**config.mk**
```make
export PLATFORM = sky130hd
export DESIGN_NAME = icap_unit
export DESIGN_NICKNAME = d
export VERILOG_FILES = /design/src/rtl/icap_pkg.sv /design/src/rtl/icap_edge.sv /design/src/rtl/icap_meas.sv /design/src/rtl/icap_unit.sv
export SDC_FILE = /design/constraint.sdc
export NUM_CORES = 1
export LEC_CHECK = 0
export ABC_AREA = 1
export BUFFER_PORTS_ARGS = -buffer_cell sky130_fd_sc_hd__buf_2
export CAP_MARGIN = 30
export CORE_ASPECT_RATIO = 2
export CORE_MARGIN = 3
export CORE_UTILIZATION = 55
export CTS_CLUSTER_SIZE = 10
export DETAILED_ROUTE_END_ITERATION = 6
export PLACE_DENSITY = 0.9
export SLEW_MARGIN = 20
export SYNTH_ARGS = -nofsm -noshare
export SYNTH_HDL_FRONTEND = slang
export SYNTH_SLANG_ARGS = --single-unit
```
**constraint.sdc**
```tcl
create_clock -name clk -period 5 [get_ports clk]
set_input_delay 1 -clock clk [delete_from_list [all_inputs] [get_ports clk]]
set_output_delay 1 -clock clk [all_outputs]
set_load 0.05 [all_outputs]
```
**src/rtl/icap_pkg.sv**
```systemverilog
package icap_pkg;
    typedef enum logic [2:0] {
        CM_OFF   = 3'd0,
        CM_RISE  = 3'd1,
        CM_FALL  = 3'd2,
        CM_BOTH  = 3'd3,
        CM_WIDTH = 3'd4
    } cap_mode_e;

    typedef enum logic [1:0] {
        MS_IDLE,
        MS_ARM,
        MS_HIGH,
        MS_LOW
    } meas_st_e;
endpackage

```
**src/rtl/icap_edge.sv**
```systemverilog
module icap_edge (
    input  logic clk,
    input  logic rst_n,
    input  logic pin_i,
    output logic rise_o,
    output logic fall_o
);
    localparam int SYNC_LEN = 2;

    logic [SYNC_LEN-1:0] sync_q;
    logic                prev_q;

    always_ff @(posedge clk or negedge rst_n) begin
        if (!rst_n) begin
            sync_q <= '0;
            prev_q <= 1'b0;
        end else begin
            sync_q <= {sync_q[SYNC_LEN-2:0], pin_i};
            prev_q <= sync_q[SYNC_LEN-1];
        end
    end

    assign rise_o =  sync_q[SYNC_LEN-1] & ~prev_q;
    assign fall_o = ~sync_q[SYNC_LEN-1] &  prev_q;
endmodule

```
**src/rtl/icap_meas.sv**
```systemverilog
module icap_meas
    import icap_pkg::*;
#(
    parameter int W = 16
) (
    input  logic         clk,
    input  logic         rst_n,
    input  logic         en_i,
    input  logic         rise_i,
    input  logic         fall_i,
    input  logic [W-1:0] cnt_i,
    output logic [W-1:0] period_o,
    output logic [W-1:0] high_o
);
    meas_st_e     st_q, st_d;
    logic [W-1:0] start_q;
    logic [W-1:0] hlen_q;

    // state register
    always_ff @(posedge clk or negedge rst_n) begin
        if (!rst_n) st_q <= MS_IDLE;
        else        st_q <= st_d;
    end

    // next state
    always_comb begin
        st_d = st_q;
        if (!en_i) begin
            st_d = MS_IDLE;
        end else begin
            unique case (st_q)
                MS_IDLE: st_d = MS_ARM;
                MS_ARM:  if (rise_i) st_d = MS_HIGH;
                MS_HIGH: if (fall_i) st_d = MS_LOW;
                MS_LOW:  if (rise_i) st_d = MS_HIGH;
            endcase
        end
    end

    // results
    always_ff @(posedge clk or negedge rst_n) begin
        if (!rst_n) begin
            start_q  <= '0;
            hlen_q   <= '0;
            period_o <= '0;
            high_o   <= '0;
        end else if (en_i) begin
            unique case (st_q)
                MS_IDLE: begin
                    period_o <= '0;
                    high_o   <= '0;
                end
                MS_ARM: if (rise_i) start_q <= cnt_i;
                MS_HIGH: if (fall_i) hlen_q <= cnt_i - start_q;
                MS_LOW: if (rise_i) begin
                    period_o <= cnt_i - start_q;
                    high_o   <= hlen_q;
                    start_q  <= cnt_i;
                end
            endcase
        end
    end

    // mode entry clears both results
    p_entry_clear_r8: assert property (@(posedge clk) disable iff (!rst_n)
        (st_q == MS_IDLE && en_i) |=> (period_o == '0 && high_o == '0));

    // period moves only at a completing rise
    p_period_hold_r6: assert property (@(posedge clk) disable iff (!rst_n)
        (st_q != MS_IDLE && !(st_q == MS_LOW && rise_i)) |=> $stable(period_o));

    // high time moves only at a completing rise
    p_high_hold_r7: assert property (@(posedge clk) disable iff (!rst_n)
        (st_q != MS_IDLE && !(st_q == MS_LOW && rise_i)) |=> $stable(high_o));
endmodule

```
**src/rtl/icap_unit.sv**
```systemverilog
module icap_unit
    import icap_pkg::*;
#(
    parameter int W = 16
) (
    input  logic         clk,
    input  logic         rst_n,
    input  logic [W-1:0] cnt_i,
    input  logic         pin_i,
    input  logic [2:0]   mode_i,
    output logic [W-1:0] rise_cap_o,
    output logic [W-1:0] fall_cap_o,
    output logic [W-1:0] period_o,
    output logic [W-1:0] high_o,
    output logic         cap_evt_o,
    output logic         toggle_evt_o
);
    logic rise, fall;
    logic rise_sel, fall_sel, meas_en;

    icap_edge u_edge (
        .clk    (clk),
        .rst_n  (rst_n),
        .pin_i  (pin_i),
        .rise_o (rise),
        .fall_o (fall)
    );

    always_comb begin
        rise_sel = 1'b0;
        fall_sel = 1'b0;
        meas_en  = 1'b0;
        case (mode_i)
            CM_RISE:  rise_sel = 1'b1;
            CM_FALL:  fall_sel = 1'b1;
            CM_BOTH:  begin rise_sel = 1'b1; fall_sel = 1'b1; end
            CM_WIDTH: begin rise_sel = 1'b1; fall_sel = 1'b1; meas_en = 1'b1; end
            default:  ;
        endcase
    end

    always_ff @(posedge clk or negedge rst_n) begin
        if (!rst_n) begin
            rise_cap_o   <= '0;
            fall_cap_o   <= '0;
            cap_evt_o    <= 1'b0;
            toggle_evt_o <= 1'b0;
        end else begin
            if (rise && rise_sel) rise_cap_o <= cnt_i;
            if (fall && fall_sel) fall_cap_o <= cnt_i;
            cap_evt_o    <= (rise && rise_sel) || (fall && fall_sel);
            toggle_evt_o <= rise || fall;
        end
    end

    icap_meas #(.W(W)) u_meas (
        .clk      (clk),
        .rst_n    (rst_n),
        .en_i     (meas_en),
        .rise_i   (rise),
        .fall_i   (fall),
        .cnt_i    (cnt_i),
        .period_o (period_o),
        .high_o   (high_o)
    );

    // off mode holds both timestamps
    p_off_hold_r2: assert property (@(posedge clk) disable iff (!rst_n)
        (mode_i == CM_OFF) |=> ($stable(rise_cap_o) && $stable(fall_cap_o)));

    // rising-only mode never touches the fall register
    p_rise_only_r3: assert property (@(posedge clk) disable iff (!rst_n)
        (mode_i == CM_RISE) |=> $stable(fall_cap_o));

    // falling-only mode never touches the rise register
    p_fall_only_r4: assert property (@(posedge clk) disable iff (!rst_n)
        (mode_i == CM_FALL) |=> $stable(rise_cap_o));

    // a capture event needs a capturing mode one cycle earlier
    p_evt_mode_r9: assert property (@(posedge clk) disable iff (!rst_n)
        cap_evt_o |-> ($past(mode_i) inside {3'd1, 3'd2, 3'd3, 3'd4}));

    // toggle event follows a pin change through the sync path
    p_toggle_lat_r10: assert property (@(posedge clk) disable iff (!rst_n)
        toggle_evt_o |-> ($past(pin_i, 3) != $past(pin_i, 4)));
endmodule

```
# Word-level counts from Yosys, hierarchy flattened
# Cells that the tools add are included.
# totals
regBits,103
inputBits,22
out_inout_bits,66
# op_classes
n_addsub,1
eq_ne,10
muxes,11
n_bitwise,4
n_reduce_logical,13
# ops
op,n
case mux 16 bit (2 select lines),2
two-way mux 16 bit,2
subtractor 16 bit,1
AND reduction 3 bit,3
equality test 3 x 2 -> 1 bit (second input constant),2
two-way mux 2 bit,3
inequality test 3 bit (second input constant),2
case mux 2 bit (3 select lines),1
OR reduction 3 bit,2
equality test 2 bit (second input constant),2
equality test 3 x 1 -> 1 bit (second input constant),1
equality test 3 bit (second input constant),1
two-way mux 1 bit,3
AND 1 bit,2
equality test 2 x 1 -> 1 bit (second input constant),1
logical AND 1 bit,2
logical NOT 2 bit,1
logical OR 1 bit,2
inequality test 2 bit (second input constant),1
inverter 1 bit,2
AND reduction 2 bit,1
nonzero test 2 bit,1
OR reduction 2 bit,1

# Logic depth before layout (Yosys ltp)
# logic_depth
ltp_word,5
depth_mapped,13
mapped_depth_nobuf,13

# Cells and area by module
# Synthesis repeated with hierarchy kept, for this count alone.
# hier_totals
cells_unflattened,617
hier_area_um2,4976.0
# modules_own_cells
module,n_inst,cells_each,area_each_um2
icap_meas,1,460,3494.6
icap_unit,1,150,1391.3
icap_edge,1,7,90.1

# Worst setup path after synthesis
# OpenSTA, ideal clock, no wires.
# synth_timing
kind,input to register
from,input cnt_i[0]
to,register u_meas.period_o[8]
setup_ns,0.118
arrival_time_ns,2.277
required_ns,4.882
slack_ns,2.605
stages,12
cell_sequence,inv_1 > ha_1 > inv_1 > fa_1 > nand2_1 > nand2_1 > and2_1 > nand2_1 > nand2_1 > xor2_1 > nand2_1 > nand2_1
# synth_between
elab_chain_cells,3
# synth_rtl
element,line,rtl
start: declaration,icap_unit.sv:8,"input logic [W-1:0] cnt_i,"
subtractor 16 bit,icap_meas.sv:56,period_o <= cnt_i - start_q;
two-way mux 16 bit,icap_meas.sv:55,MS_LOW: if (rise_i) begin
case mux 16 bit (2 select lines),icap_meas.sv:48,unique case (st_q)
end signal: assignment,icap_meas.sv:56,
end: declaration,icap_meas.sv:12,"output logic [W-1:0] period_o,"
# Every way passes these cells. The select of a mux whose other input is x is not followed.
# A chain may end at the register's enable or synchronous reset.

# Worst setup path in the final report
# layout_timing
from,input cnt_i[0]
to,register u_meas.hlen_q[6]
# layout_between
elab_chain_cells,1
# layout_rtl
element,line,rtl
subtractor 16 bit,icap_meas.sv:54,MS_HIGH: if (fall_i) hlen_q <= cnt_i - start_q;
end signal: assignment,icap_meas.sv:54,
end: declaration,icap_meas.sv:17,logic [W-1:0] hlen_q;
# Every way passes these cells.

==> results.json <==
{
  "drt_iter0_drc": 228,
  "status": "complete, no violations",
  "startpoint": "cnt_i[0]",
  "cp_max_fo": 4,
  "path_common_cell": "nand2_1",
  "worstMarginPinSlew_ns": 0.7086,
  "holdBufCountCts": 0,
  "post-dp-hpwl_mm": 8.131,
  "worst_r2r_endpoint": "u_meas.period_o[13]$_DFFE_PN0P_",
  "dr.pass1.iters": 5,
  "hp-class": "reg2reg",
  "path_cells": "buf_2, inv_1, ha_1, inv_1, fa_1, nand2_1, nand2_1, nand3b_1, nand2_1, or2_1, nand3_1, o21ai_0",
  "path_delay_family": "simple AND/OR/NAND/NOR gates",
  "die_w_um": 72.20,
  "io_buffers": 87,
  "ys_seq_area_share_pct": 53.46,
  "dp.cells": 721,
  "finalCriticalPeriod_ns": 2.362,
  "holdPathEnd": "u_edge.sync_q[1]$_DFF_PN0_",
  "fin_total_pwr_mw": 2.290,
  "cts_buffers": 9,
  "fin_skew_ns": 0.004346,
  "power_density_nw_per_um2": 407.7,
  "pin_count": 88,
  "fillerInstances": 694,
  "synth.avg_cell_area_um2": 8.781,
  "route.vias.total": 3844,
  "synth.top_cell.area_share_pct": 53.46,
  "holdPathStages": 0,
  "synth-seq-cells": 103,
  "finalSetupViolations": 0,
  "rsz0062_at_grt": "no",
  "dieArea_um2": 9992,
  "initial_core_util_pct": 57.33,
  "synthArstFlopShare_pct": 100.0,
  "cp_num_buf_inv": 3,
  "worstPathArrival_ns": 2.58,
  "yosys_warnings": 0,
  "gr-usage-all-layers_pct": 23.49,
  "hold_viol_final": 0,
  "core_um2": 8409,
  "synth_cell_types": 33,
  "cts_resized": 0,
  "max_freq_mhz": 423.4,
  "synth.cell_area_um2": 4821,
  "die_h_um": 138.4,
  "wl_per_cell_um": 14.63,
  "setup.worst_path.class": "in2reg",
  "syn_inst": 549,
  "slew_violations": 0,
  "synthTopCellsByArea": "dfrtp_1 (53%), nand2_1 (15%), inv_1 (5.8%)",
  "post_cts_buffers": 0,
  "vias_per_cell": 5.216,
  "clk_pin_slew_ns": 0.06,
  "h-tree-depth": 3,
  "worstPathRequired_ns": 5.22,
  "drc": 0,
  "layout.nets": 675,
  "ant_nets": 0,
  "antenna_found_initial": 0,
  "grt_max_degree": 59,
  "layout-drive-gt1-share_pct": 19.41,
  "grt_pass1_wl_mm": 18.56,
  "grt_overflow": 0,
  "clock-sinks": 103,
  "power.leakage_nw": 3.244,
  "synth_edf_count": 0,
  "cp_slowest_cell": "fa_1",
  "r2r_slack_ns": 2.91,
  "post-route-util_pct": 66.78,
  "reg2reg_depth": 8,
  "insertion_delay_ns": 0.34,
  "drv_cap": 0,
  "num_rows": 47,
  "syn2layout_area_growth_pct": 16.48,
  "synth_area_leader_cell": "dfrtp_1",
  "ys_top_cells_by_count": "nand2_1 (195), dfrtp_1 (103), inv_1 (74)",
  "synthFlopType": "dfrtp_1",
  "endpoint_kind": "flip-flop",
  "holdWs_ns": 0.3486,
  "clockBufferDepth": 2,
  "synth.most_common_cell": "nand2_1",
  "final_cells": 737,
  "worstReg2RegStart": "u_edge.prev_q$_DFF_PN0_",
  "antenna_cells": 0,
  "start_kind": "input port",
  "clock_tree.root_cell": "clkbuf_16",
  "syn_nets": 589,
  "grt_pass1_vias": 3995,
  "gp_congestion": 0.8536,
  "fin_setup_tns_ns": 0,
  "min_period_over_period_pct": 47.24,
  "routed_wl_mm": 10.79,
  "slew_headroom_pct": 52.76,
  "ir_worst_vdd_mv": 0.3229,
  "slowest_delay_ns": 0.40,
  "cts_tree": "done",
  "hold_start": "u_edge.sync_q[0]$_DFF_PN0_"
}
metal layers:
layer / vias to the layer above / global-route usage [%] / wire length (um)
li1: 1895 / - / -
met1: 1810 / 27.25 / 4071
met2: 108 / 40.40 / 5910
met3: 31 / 4.360 / 405
met4: 0 / 11.50 / 398
met5: - / 0 / 0
where the power goes:
part / switching, mW / internal (mW) / total (mW)
Combinational: 0.434 / 0.152 / 0.587
Sequential: 0.0375 / 0.909 / 0.947
Clock: 0.281 / 0.475 / 0.757
Total: 0.753 / 1.54 / 2.29
area by class of cell:
cell class / instances / area, um2 / share of cell area, %
clock buffers: 12 / 266.5 / 4.746
clock inverters: 3 / 65.06 / 1.159
well taps: 98 / 122.6 / 2.184
repair buffers: 89 / 456.7 / 8.133
multi-input cells: 353 / 1829 / 32.58
inverters: 79 / 297.8 / 5.303
flip-flops and latches: 103 / 2577 / 45.90
worst max-delay path by stage:
stage | to | slack (ns) | cells past startpoint
finish | u_meas.hlen_q[6]$_DFFE_PN0P_ | 2.64 | 12
global route | u_meas.hlen_q[6]$_DFFE_PN0P_ | 2.43 | 12
CTS | fall_cap_o[2]$_DFFE_PN0P_ | 2.58 | 8
detailed placement | fall_cap_o[2]$_DFFE_PN0P_ | 2.23 | 8
global placement | fall_cap_o[5]$_DFFE_PN0P_ | 2.32 | 8
floorplan | u_meas.period_o[8]$_DFFE_PN0P_ | 2.61 | 12
state kept, by name, summed over array words and instances (netlist names):
name	cells
rise_cap_o	16
u_meas.high_o	16
fall_cap_o	16
u_meas.st_q	2
u_meas.period_o	16
u_edge.sync_q	2
toggle_evt_o	1
u_meas.hlen_q	16
u_meas.start_q	16
u_edge.prev_q	1
cap_evt_o	1
placed cells by master, fill, tap and decap left out, types with 3 or more instances in the layout:
cell type,Yosys,final
buf_2,2,86
nor2_1,11,11
dfrtp_1,103,103
nand3_1,24,24
a21oi_1,8,8
nand2_2,3,3
clkbuf_16,0,9
a22o_1,13,13
clkbuf_8,0,3
mux2_2,6,6
xor2_1,6,6
nor3_1,3,3
nand3b_1,3,3
inv_2,4,4
ha_1,17,17
inv_1,74,74
o21ai_0,51,51
nand2_1,195,195
kinds of logic after synthesis:
logic type      after synthesis  synth area share [%]
mux                           6                 1.401
compound gates               75                 9.136
simple gates                247                 21.31
xor+xnor                      7                 1.272
buf+inv                      93                 8.590
fa+ha+maj                    18                 4.827
flops                       103                 53.46
stage by stage:
stage,cell area [um2],setup WS [ns]
finish,5615,2.638
global placement,5273,2.319
CTS,5604,2.578
detailed placement,5273,2.226
floorplan,4821,2.605
global route,5615,2.429
Power figures use the tool's default switching activity.
